**config.mk**
```make
export PLATFORM = sky130hd
export DESIGN_NAME = dse_engine
export DESIGN_NICKNAME = d
export VERILOG_FILES = /design/src/rtl/dse_pkg.sv /design/src/rtl/dse_ram.sv /design/src/rtl/dse_march.sv /design/src/rtl/dse_crc.sv /design/src/rtl/dse_engine.sv
export SDC_FILE = /design/constraint.sdc
export NUM_CORES = 1
export LEC_CHECK = 0
export BUFFER_PORTS_ARGS = -buffer_cell sky130_fd_sc_hd__buf_2
export CORE_UTILIZATION = 40
export DETAILED_ROUTE_END_ITERATION = 10
export SYNTH_ARGS = -nofsm -noshare
export SYNTH_HDL_FRONTEND = slang
export SYNTH_SLANG_ARGS = --single-unit
```
**constraint.sdc**
```tcl
create_clock -name clk -period 8.1 [get_ports clk]
set_input_delay 1.215 -clock clk [delete_from_list [all_inputs] [get_ports clk]]
set_output_delay 1.215 -clock clk [all_outputs]
set_load 0.05 [all_outputs]
```
**src/rtl/dse_pkg.sv**
```systemverilog
package dse_pkg;
    typedef enum logic [1:0] {
        S_IDLE  = 2'd0,
        S_ERASE = 2'd1,
        S_MARCH = 2'd2,
        S_CRC   = 2'd3
    } seq_state_t;

    localparam int REG_CTL  = 0;
    localparam int REG_ADDR = 1;
    localparam int REG_LEN  = 2;
    localparam int REG_DATA = 3;

    localparam int B_CRC   = 2;
    localparam int B_MBIST = 3;
    localparam int B_ERASE = 4;
    localparam int B_DONE  = 8;
    localparam int B_XRST  = 9;
    localparam int B_BERR  = 10;
    localparam int B_FAIL  = 11;
    localparam int B_PERR  = 12;
    localparam int B_PROT  = 16;

    localparam logic [31:0] CRC_POLY = 32'h04C1_1DB7;
endpackage

```
**src/rtl/dse_ram.sv**
```systemverilog
module dse_ram #(
    parameter int DEPTH = 16,
    parameter int W     = 32,
    localparam int AW   = $clog2(DEPTH),
    localparam int BW   = $clog2(W)
) (
    input  logic          clk,
    input  logic          rst_n,
    input  logic          we,
    input  logic [AW-1:0] waddr,
    input  logic [W-1:0]  wdata,
    input  logic [AW-1:0] raddr,
    output logic [W-1:0]  rdata,
    input  logic          flt_en,
    input  logic [AW-1:0] flt_word,
    input  logic [BW-1:0] flt_bit,
    input  logic          flt_val
);
    logic [W-1:0] mem [DEPTH];

    always_ff @(posedge clk or negedge rst_n) begin
        if (!rst_n) begin
            for (int i = 0; i < DEPTH; i++) mem[i] <= '0;
        end else if (we) begin
            mem[waddr] <= wdata;
        end
    end

    // Stuck-at cell: forced on the read side
    always_comb begin
        rdata = mem[raddr];
        if (flt_en && raddr == flt_word) rdata[flt_bit] = flt_val;
    end
endmodule

```
**src/rtl/dse_march.sv**
```systemverilog
module dse_march #(
    parameter int DEPTH = 16,
    parameter int W     = 32,
    localparam int AW   = $clog2(DEPTH),
    localparam int CW   = $clog2(DEPTH + 1),
    localparam int BW   = $clog2(W)
) (
    input  logic          clk,
    input  logic          rst_n,
    input  logic          go,
    input  logic [AW-1:0] base,
    input  logic [CW-1:0] cnt,
    output logic [AW-1:0] rd_addr,
    input  logic [W-1:0]  rd_data,
    output logic          we,
    output logic [AW-1:0] wr_addr,
    output logic [W-1:0]  wr_data,
    output logic          fin,
    output logic          ok,
    output logic [AW-1:0] f_word,
    output logic [BW-1:0] f_bit,
    output logic [7:0]    f_phase
);
    localparam int LAST_PHASE = 5;

    logic          active;
    logic [2:0]    phase;
    logic [CW-1:0] idx;
    logic [AW-1:0] base_q;
    logic [CW-1:0] cnt_q;

    logic          down, exp_v, wr_v, has_wr, mism, last_el;
    logic [CW-1:0] off;
    logic [AW-1:0] cur;
    logic [W-1:0]  diff;
    logic [BW-1:0] low_bit;

    always_comb begin
        down    = (phase == 3'd3) || (phase == 3'd4);
        exp_v   = (phase == 3'd2) || (phase == 3'd4);
        wr_v    = (phase == 3'd1) || (phase == 3'd3);
        has_wr  = (phase != 3'(LAST_PHASE));
        off     = down ? (cnt_q - 1'b1 - idx) : idx;
        cur     = base_q + off[AW-1:0];
        diff    = rd_data ^ {W{exp_v}};
        mism    = active && (phase != 3'd0) && (diff != '0);
        last_el = (idx == cnt_q - 1'b1);
        low_bit = '0;
        for (int i = W - 1; i >= 0; i--) begin
            if (diff[i]) low_bit = BW'(i);
        end
    end

    assign rd_addr = cur;
    assign wr_addr = cur;
    assign wr_data = {W{wr_v}};
    assign we      = active && !mism && has_wr;

    always_ff @(posedge clk or negedge rst_n) begin
        if (!rst_n) begin
            active  <= 1'b0;
            phase   <= '0;
            idx     <= '0;
            base_q  <= '0;
            cnt_q   <= '0;
            fin     <= 1'b0;
            ok      <= 1'b0;
            f_word  <= '0;
            f_bit   <= '0;
            f_phase <= '0;
        end else begin
            fin <= 1'b0;
            if (go && !active) begin
                active <= 1'b1;
                phase  <= '0;
                idx    <= '0;
                base_q <= base;
                cnt_q  <= cnt;
            end else if (active) begin
                if (mism) begin
                    active  <= 1'b0;
                    fin     <= 1'b1;
                    ok      <= 1'b0;
                    f_word  <= cur;
                    f_bit   <= low_bit;
                    f_phase <= {5'b0, phase};
                end else if (last_el) begin
                    idx <= '0;
                    if (phase == 3'(LAST_PHASE)) begin
                        active <= 1'b0;
                        fin    <= 1'b1;
                        ok     <= 1'b1;
                    end else begin
                        phase <= phase + 1'b1;
                    end
                end else begin
                    idx <= idx + 1'b1;
                end
            end
        end
    end
endmodule

```
**src/rtl/dse_crc.sv**
```systemverilog
module dse_crc #(
    parameter int DEPTH = 16,
    localparam int AW   = $clog2(DEPTH),
    localparam int CW   = $clog2(DEPTH + 1)
) (
    input  logic          clk,
    input  logic          rst_n,
    input  logic          go,
    input  logic [AW-1:0] base,
    input  logic [CW-1:0] cnt,
    output logic [AW-1:0] rd_addr,
    input  logic [31:0]   rd_data,
    output logic          fin,
    output logic [31:0]   result
);
    import dse_pkg::*;

    logic          active;
    logic [CW-1:0] idx;
    logic [AW-1:0] base_q;
    logic [CW-1:0] cnt_q;

    function automatic logic [31:0] crc_word(input logic [31:0] c, input logic [31:0] d);
        logic [31:0] r;
        r = c;
        for (int i = 31; i >= 0; i--) begin
            r = (r[31] ^ d[i]) ? ({r[30:0], 1'b0} ^ CRC_POLY) : {r[30:0], 1'b0};
        end
        return r;
    endfunction

    assign rd_addr = base_q + idx[AW-1:0];

    always_ff @(posedge clk or negedge rst_n) begin
        if (!rst_n) begin
            active <= 1'b0;
            idx    <= '0;
            base_q <= '0;
            cnt_q  <= '0;
            fin    <= 1'b0;
            result <= '0;
        end else begin
            fin <= 1'b0;
            if (go && !active) begin
                active <= 1'b1;
                idx    <= '0;
                base_q <= base;
                cnt_q  <= cnt;
                result <= 32'hFFFF_FFFF;
            end else if (active) begin
                result <= crc_word(result, rd_data);
                if (idx == cnt_q - 1'b1) begin
                    active <= 1'b0;
                    fin    <= 1'b1;
                end else begin
                    idx <= idx + 1'b1;
                end
            end
        end
    end
endmodule

```
**src/rtl/dse_engine.sv**
```systemverilog
module dse_engine #(
    parameter int RAM_DEPTH    = 16,
    parameter int DATA_W       = 32,
    parameter int ERASE_CYCLES = 64,
    localparam int AW          = $clog2(RAM_DEPTH),
    localparam int CW          = $clog2(RAM_DEPTH + 1),
    localparam int BW          = $clog2(DATA_W),
    localparam int EW          = $clog2(ERASE_CYCLES + 1)
) (
    input  logic          clk,
    input  logic          rst_n,
    input  logic          reg_wr,
    input  logic [1:0]    reg_addr,
    input  logic [31:0]   reg_wdata,
    output logic [31:0]   reg_rdata,
    input  logic          prot_set,
    input  logic          flt_en,
    input  logic [AW-1:0] flt_word,
    input  logic [BW-1:0] flt_bit,
    input  logic          flt_val,
    output logic          core_hold
);
    import dse_pkg::*;

    seq_state_t state_q, state_d;

    logic st_done, st_fail, st_berr, st_perr, xrst_q, prot_q;
    logic [31:0]   addr_q, len_q, data_q;
    logic [EW-1:0] ers_cnt;

    // start decode
    logic          wr_ctl, idle, req_erase, req_mb, req_crc, req_any;
    logic [31:0]   span;
    logic          range_ok;
    logic [AW-1:0] start_w;
    logic [CW-1:0] n_words;
    logic          run_ok, mb_go, crc_go, erase_end;

    // engines and RAM
    logic [AW-1:0] mb_rd, crc_rd, ram_raddr, ram_waddr;
    logic [DATA_W-1:0] ram_rdata, ram_wdata;
    logic          ram_we, mb_fin, mb_ok, crc_fin;
    logic [AW-1:0] f_word;
    logic [BW-1:0] f_bit;
    logic [7:0]    f_phase;
    logic [31:0]   crc_res;

    always_comb begin
        wr_ctl    = reg_wr && (reg_addr == 2'(REG_CTL));
        idle      = (state_q == S_IDLE);
        req_erase = wr_ctl && idle && reg_wdata[B_ERASE];
        req_mb    = wr_ctl && idle && !reg_wdata[B_ERASE] && reg_wdata[B_MBIST];
        req_crc   = wr_ctl && idle && !reg_wdata[B_ERASE] && !reg_wdata[B_MBIST]
                    && reg_wdata[B_CRC];
        req_any   = req_erase || req_mb || req_crc;
        span      = {2'b0, addr_q[31:2]} + {4'b0, len_q[31:4]};
        range_ok  = (span <= 32'(RAM_DEPTH));
        start_w   = addr_q[AW+1:2];
        n_words   = len_q[CW+3:4];
        run_ok    = !prot_q && range_ok && (n_words != '0);
        mb_go     = req_mb && run_ok;
        crc_go    = req_crc && run_ok;
        erase_end = (state_q == S_ERASE) && (ers_cnt == EW'(ERASE_CYCLES - 1));
    end

    // state register
    always_ff @(posedge clk or negedge rst_n) begin
        if (!rst_n) state_q <= S_IDLE;
        else        state_q <= state_d;
    end

    // next-state logic
    always_comb begin
        state_d = state_q;
        unique case (state_q)
            S_IDLE: begin
                if (req_erase)   state_d = S_ERASE;
                else if (mb_go)  state_d = S_MARCH;
                else if (crc_go) state_d = S_CRC;
            end
            S_ERASE: if (erase_end) state_d = S_IDLE;
            S_MARCH: if (mb_fin)    state_d = S_IDLE;
            S_CRC:   if (crc_fin)   state_d = S_IDLE;
        endcase
    end

    // status, registers and results
    always_ff @(posedge clk or negedge rst_n) begin
        if (!rst_n) begin
            st_done <= 1'b0;
            st_fail <= 1'b0;
            st_berr <= 1'b0;
            st_perr <= 1'b0;
            xrst_q  <= 1'b1;
            prot_q  <= 1'b0;
            addr_q  <= '0;
            len_q   <= '0;
            data_q  <= '0;
            ers_cnt <= '0;
        end else begin
            if (wr_ctl) begin
                if (reg_wdata[B_DONE]) st_done <= 1'b0;
                if (reg_wdata[B_FAIL]) st_fail <= 1'b0;
                if (reg_wdata[B_PERR]) st_perr <= 1'b0;
                if (reg_wdata[B_XRST]) xrst_q  <= 1'b0;
            end
            if (reg_wr && idle && reg_addr == 2'(REG_ADDR)) addr_q <= reg_wdata;
            if (reg_wr && idle && reg_addr == 2'(REG_LEN))  len_q  <= reg_wdata;

            if (req_any) begin
                st_done <= 1'b0;
                st_fail <= 1'b0;
                st_berr <= 1'b0;
                st_perr <= 1'b0;
                ers_cnt <= '0;
                if (!req_erase) begin
                    if (prot_q) begin
                        st_perr <= 1'b1;
                    end else if (!range_ok) begin
                        st_berr <= 1'b1;
                        st_fail <= 1'b1;
                    end else if (n_words == '0) begin
                        st_done <= 1'b1;
                    end
                end
            end

            unique case (state_q)
                S_IDLE: ;
                S_ERASE: begin
                    ers_cnt <= ers_cnt + 1'b1;
                    if (erase_end) begin
                        prot_q  <= 1'b0;
                        st_done <= 1'b1;
                    end
                end
                S_MARCH: begin
                    if (mb_fin && mb_ok) st_done <= 1'b1;
                    if (mb_fin && !mb_ok) begin
                        st_fail <= 1'b1;
                        addr_q  <= {{(30 - AW){1'b0}}, f_word, addr_q[1:0]};
                        data_q  <= {16'h0, f_phase, 8'(f_bit)};
                    end
                end
                S_CRC: begin
                    if (crc_fin) begin
                        st_done <= 1'b1;
                        data_q  <= crc_res;
                    end
                end
            endcase

            if (prot_set) prot_q <= 1'b1;
        end
    end

    always_comb begin
        unique case (reg_addr)
            2'(REG_CTL):  reg_rdata = (32'(prot_q) << B_PROT) | (32'(st_perr) << B_PERR)
                                    | (32'(st_fail) << B_FAIL) | (32'(st_berr) << B_BERR)
                                    | (32'(xrst_q) << B_XRST) | (32'(st_done) << B_DONE);
            2'(REG_ADDR): reg_rdata = addr_q;
            2'(REG_LEN):  reg_rdata = len_q;
            default:      reg_rdata = data_q;
        endcase
    end

    assign core_hold = xrst_q;
    assign ram_raddr = (state_q == S_CRC) ? crc_rd : mb_rd;

    dse_ram #(.DEPTH(RAM_DEPTH), .W(DATA_W)) u_ram (
        .clk(clk), .rst_n(rst_n), .we(ram_we), .waddr(ram_waddr), .wdata(ram_wdata),
        .raddr(ram_raddr), .rdata(ram_rdata), .flt_en(flt_en), .flt_word(flt_word),
        .flt_bit(flt_bit), .flt_val(flt_val)
    );

    dse_march #(.DEPTH(RAM_DEPTH), .W(DATA_W)) u_march (
        .clk(clk), .rst_n(rst_n), .go(mb_go), .base(start_w), .cnt(n_words),
        .rd_addr(mb_rd), .rd_data(ram_rdata), .we(ram_we), .wr_addr(ram_waddr),
        .wr_data(ram_wdata), .fin(mb_fin), .ok(mb_ok), .f_word(f_word),
        .f_bit(f_bit), .f_phase(f_phase)
    );

    dse_crc #(.DEPTH(RAM_DEPTH)) u_crc (
        .clk(clk), .rst_n(rst_n), .go(crc_go), .base(start_w), .cnt(n_words),
        .rd_addr(crc_rd), .rd_data(ram_rdata), .fin(crc_fin), .result(crc_res)
    );
endmodule

```
==> Yosys cells after proc, flatten, opt, wreduce, memory -nomap -nowiden <==
Cells that the tools add are included.
{ "totals": {"latch_bits": 0, "mem_bits_rw": 0, "mem_bits_ro": 0, "memories": 0, "regBits": 703} }
{ "classes": {"mul": 0, "bitwise_logic": 73, "n_eq_ne": 24, "add_sub_neg": 10, "order_cmp": 6, "n_reduce_logical": 65, "shifts": 0, "n_mux": 152, "div": 0} }
{ "op_table": {"columns": ["operator", "count"], "rows": [
  ["27-bit two-way mux", 32],
  ["512-bit bitwise mux", 1],
  ["14-bit inverter", 32],
  ["32-bit two-way mux", 11],
  ["5-bit two-way mux", 39],
  ["32-bit binary-select mux with 4-bit select", 1],
  ["32-bit demux with 4-bit select", 1],
  ["32-bit one-hot mux with 3 select lines", 1],
  ["32-bit one-hot mux with 2 select lines", 1],
  ["1-bit two-way mux", 46],
  ["32-bit bitwise mux", 1],
  ["32-bit nonzero test", 1],
  ["1-bit bitwise XOR", 32],
  ["32-bit bitwise XOR", 1],
  ["30-bit by 28-bit adder with 31-bit output", 1],
  ["31-bit by 5-bit less-or-equal comparator with 1-bit output (second input constant)", 1],
  ["1-bit logical AND", 26],
  ["2-bit nonzero test", 11],
  ["17-bit by 10-bit bitwise OR with 17-bit output", 1],
  ["17-bit by 11-bit bitwise OR with 17-bit output", 1],
  ["17-bit by 12-bit bitwise OR with 17-bit output", 1],
  ["17-bit by 13-bit bitwise OR with 17-bit output", 1],
  ["17-bit by 9-bit bitwise OR with 17-bit output", 1],
  ["3-bit two-way mux", 5],
  ["other kinds (39)", 81]
]} }

==> Depth between registers and ports, before layout <==
{ "depth": {"ltp_word": 77, "depth_mapped": 28} }

==> By module <==
A second synthesis with hierarchy kept.
{ "unflattened": {"hier_cells": 3165, "area_unflattened_um2": 39357.7} }
{ "modules_own_cells": {"columns": ["mod", "instances", "seq_area_each_um2", "cells_per_inst", "area_each_um2"], "rows": [
  ["dse_ram", 1, 12812.3, 1495, 23532.6],
  ["dse_engine", 1, 2778.9, 844, 7372.1],
  ["dse_crc", 1, 1201.2, 452, 5320.1],
  ["dse_march", 1, 800.8, 374, 3133.0]
]} }

==> Least setup slack after synthesis <==
No wires, ideal clock.
{ "synth_path": {"path_type": "register -> register", "start": "reg u_march.cnt_q[0]", "end": "reg u_crc.result[10]", "period_less_slack_ns": 6.893, "setup_time_ns": 0.137, "path_slack_ns": 1.207, "arrival_time_ns": 6.755, "stages_incl_launch_ff": 25, "path_buffers": 1, "path_cell_list": "dfrtp_1 > inv_1 > ha_1 > fa_1 > nor2_1 > a21o_1 > inv_1 > fa_1 > mux2i_2 > xnor2_1 > and4_1 > clkbuf_1 > nand2_2 > or4_4 > xnor2_4 > xnor3_1 > xnor3_2 > xnor2_2 > xor2_1 > xor2_2 > xnor2_2 > xnor2_1 > xnor2_1 > xnor2_1 > a2bb2oi_1"} }
{ "synth_via": {"elab_chain_cells": 54} }
{ "synth_rtl": {"columns": ["element", "line_no", "text"], "rows": [
  ["start: declaration", "dse_march.sv:30", "logic [CW-1:0] cnt_q;"],
  ["start signal: assignment", "dse_march.sv:78", "cnt_q <= cnt;"],
  ["5-bit by 1-bit subtractor with 5-bit output *", "dse_march.sv:43", "off = down ? (cnt_q - 1'b1 - idx) : idx;"],
  ["4-bit subtractor *", "dse_march.sv:43", null],
  ["4-bit two-way mux *", "dse_march.sv:43", null],
  ["4-bit adder *", "dse_march.sv:44", "cur = base_q + off[AW-1:0];"],
  ["4-bit two-way mux *", "dse_engine.sv:169", "assign ram_raddr = (state_q == S_CRC) ? crc_rd : mb_rd;"],
  ["4-bit inverter with 5-bit output (not written as such)", "dse_ram.sv:31", "rdata = mem[raddr];"],
  ["32-bit binary-select mux with 4-bit select", "dse_ram.sv:31", null],
  ["32-bit two-way mux (not written as such) (2 in a row)", "dse_ram.sv:31", null],
  ["(+37 left out)", null, null],
  ["27-bit two-way mux", "dse_crc.sv:27", "r = (r[31] ^ d[i]) ? ({r[30:0], 1'b0} ^ CRC_POLY) : {r[30:0], 1'b0};"],
  ["14-bit inverter (no line) / 27-bit two-way mux (equally long branches)", null, null],
  ["27-bit two-way mux / 14-bit inverter (equally long branches)", null, null],
  ["27-bit two-way mux", "dse_crc.sv:27", null],
  ["14-bit inverter (no line) / 1-bit bitwise XOR (equally long branches)", null, null],
  ["27-bit two-way mux *", "dse_crc.sv:27", null],
  ["32-bit two-way mux *", "dse_crc.sv:50", "end else if (active) begin"],
  ["32-bit two-way mux *", "dse_crc.sv:44", "if (go && !active) begin"],
  ["end signal: assignment", "dse_crc.sv:51", "result <= crc_word(result, rd_data);"],
  ["end: declaration", "dse_crc.sv:14", "output logic [31:0] result"]
]} }
Every way passes the cells marked *; elsewhere a longest branch is shown, timed or not. The select of a mux whose other input is x is not followed.
A chain may end at the register's enable or synchronous reset.

==> Worst setup path after layout <==
Same ends and word-level chain as after synthesis.

==> impl_metrics.tcl <==
set metrics [dict create \
    grt.total_usage 0.230 \
    synth.most_common_cell "nand2_1" \
    fin_setup_tns_ns 0 \
    cts.clk_slew.worst_paths_ns 0.06 \
    wl_met2_um 20600 \
    worstSetupPathType "reg2reg" \
    fmaxAchievable_mhz 133 \
    finalMaxSlewViolations 0 \
    cts_tree "done" \
    num_rows 72 \
    maxCapViolCount 0 \
    via_per_inst 5.56 \
    io_pins 82 \
    fin_nets 1812 \
    routed_wirelength_um 45400 \
    yosysTopAreaCellShare 0.329 \
    clockBufferDepth 3 \
    met1Wirelength_um 21100 \
    seqCellArea_um2 5180 \
    rsz0062_at_grt "false" \
    cp-start-kind "flop" \
    cts_htree_levels 1 \
    holdCritPathClass "reg2reg" \
    tightestPinTransition_ns 1.08 \
    synth_cells 1653 \
    root_buffer "clkbuf_16" \
    grt_max_degree 83 \
    hold_buffers 0 \
    hold_path.startpoint "data_q[5]" \
    min_to "data_q[5]" \
    die_h_um 200 \
    fillers 3759 \
    min_path_cells 2 \
    ant_nets 0 \
    yosysUniqueCellTypes 85 \
    drt_iter0_markers 1016 \
    routed-wl-met3_um 2750 \
    min_period_ns 7.54 \
    final_util 0.453 \
    end_kind "flop" \
    wl_per_cell_um 20.2 \
    remaining_drc_errors 0 \
    synth-seq-cells 207 \
    io_buffers 81 \
    dieArea_um2 40000 \
    first_pass_iters 7 \
    status "finished clean" \
    critPathMaxFanout 10 \
    start_util 0.406 \
    synth_ff_type "dfrtp_1" \
    netlist_area_um2 15700 \
    grt_pass1_wl_um 70800 \
    synth_nets 1753 \
    final.period_utilization 0.931 \
    antenna_found_initial 1 \
    cts_setup_buffers 0 \
    place_area_um2 16700 \
    synth_commonest_cells "nand2_1 (208), dfrtp_1 (206), xnor2_1 (192)" \
    core_area_um2 38600 \
    num_vias 12500 \
    ys_seq_area_frac 0.330 \
    crit_required_ns 8.49 \
    grt_overflow 0 \
    synth.avg_cell_area_um2 9.49 \
    ff2ff_setup_slack_ns 0.56 \
    relSlewSlack 0.277 \
    hold_viol 0 \
    multi_input_comb_area_um2 10000 \
    gp_congestion 0.963 \
    cts_resized 0 \
    rr_worst_depth 25 \
    die_width_um 200 \
    synthTopCellsByArea "dfrtp_1 (33%), xnor2_1 (11%), mux2_2 (6.7%)" \
    hpwl_um 34400 \
    drive_gt1_frac 0.171 \
    area_growth_pct 11.6 \
    critPathArrivalTime_ns 7.94 \
    cts.sinks 207 \
    synth.largest_area_cell "dfrtp_1" \
    clock_latency_ns 0.56 \
    synth_edf_count 0 \
    setup_violations 0 \
    r2r_end "u_crc.result[10]" \
    ys_warn_count 0 \
    cts_buffers 24 \
    rr_startpoint "u_march.cnt_q[0]" \
    grt_pass1_vias 12300 \
    async_reset_ff_frac 1.00 \
    final_cell_area_um2 17500 \
    skew_ns 0.0287 \
    highest_layer "met4" \
]
## routing by layer
layer | up-vias | GRT usage
met2 | 383 | 0.371
met4 | 0 | 0.0625
li1 | 5924 | -
met3 | 61 | 0.0281
met5 | - | 0
met1 | 6120 | 0.325
## state kept, by name, indices dropped and copies added, names as in the netlist, 2 cells and up
signal / cells
addr_q: 32
data_q: 32
len_q: 32
u_crc.result: 32
u_ram.mem: 16
ers_cnt: 7
u_crc.cnt_q: 5
u_crc.idx: 5
u_march.cnt_q: 5
u_march.f_bit: 5
u_march.idx: 5
u_crc.base_q: 4
u_march.base_q: 4
u_march.f_word: 4
u_march.f_phase: 3
u_march.phase: 3
state_q: 2
## per-stage QoR
step                      hold WS, ns  setup WS, ns  std cells
final                           0.470         0.560       2248
after global routing            0.495        0.0308       2247
after CTS                       0.474         0.526       2247
after detailed placement        0.461         0.607       2204
after global placement          0.451         0.739       2204
after floorplan                 0.433          1.21       1653
## critical path, cell delays in order, from the launching register on
cell and delay, ns:
dfrtp_1 0.38, inv_1 0.06, ha_1 0.33, fa_1 0.47, nor2_1 0.12, a21o_1 0.11, inv_1 0.06, fa_1 0.43
xor2_1 0.41, mux2i_1 0.23, xnor2_1 0.17, and4_1 0.26, buf_4 0.20, nand2_2 0.11, or4_4 0.59, xnor2_4 0.28
xnor3_1 0.57, xnor3_2 0.49, xnor2_2 0.29, xor2_1 0.51, xor2_2 0.26, xnor2_2 0.38, xnor2_1 0.15, xnor2_1 0.25
xnor2_1 0.16, a2bb2oi_1 0.09
## cell type report
type                            instances  share of cell area
Clock inverter                          7             0.00650
Sequential cell                       207               0.296
Multi-Input combinational cell       1319               0.573
Clock buffer                           36              0.0392
Inverter                               44             0.00943
Tap cell                              518              0.0370
Antenna cell                            1            0.000143
Timing Repair Buffer                  116              0.0387
## cell usage in the layout (no fill, tap or decap), drive strengths merged, types with 7 or more instances in the layout
master   netlist  final
a211oi        12     12
a21boi        10     10
a21o          15     15
a21oi         69     69
a22o          29     29
a2bb2oi       31     31
a31oi         18     18
and2          10     10
and3          11     11
buf           20    115
clkbuf        63     37
dfrtp        206    206
ha            47     47
inv           43     44
mux2          94     94
mux2i         48     48
nand2        209    209
nand2b        15     15
nand3         58     58
nand3b         7      7
nand4         18     18
nor2          89     89
nor2b          8      8
nor3          28     28
nor4          12     12
o21a           9      9
o21ai         69     69
or3           10     10
xnor2        205    205
xnor3         21     21
xor2          85     85
## logic make-up after synthesis
kind of cell / share of synthesized area
AOI/OAI and AO/OA: 0.133
xor gates and xnor gates: 0.205
adders and majority gates: 0.0426
buffers and inverters: 0.0314
DFF: 0.330
muxes: 0.107
and+or+nand+nor: 0.150
## worst max path at each step
stage / startpoint / to / slack, ns / cells after the start
floorplan: u_march.cnt_q[0] / u_crc.result[10] / 1.21 / 24
global placement: u_march.cnt_q[0] / u_crc.result[13] / 0.74 / 25
detailed placement: u_march.cnt_q[0] / u_crc.result[10] / 0.61 / 25
CTS: u_march.cnt_q[0] / u_crc.result[10] / 0.53 / 25
global route: u_march.cnt_q[0] / u_crc.result[10] / 0.03 / 25
finish: u_march.cnt_q[0] / u_crc.result[10] / 0.56 / 25
Power is not shown: default switching activity piles up to over one toggle a cycle in this logic, so the estimate is an artifact.
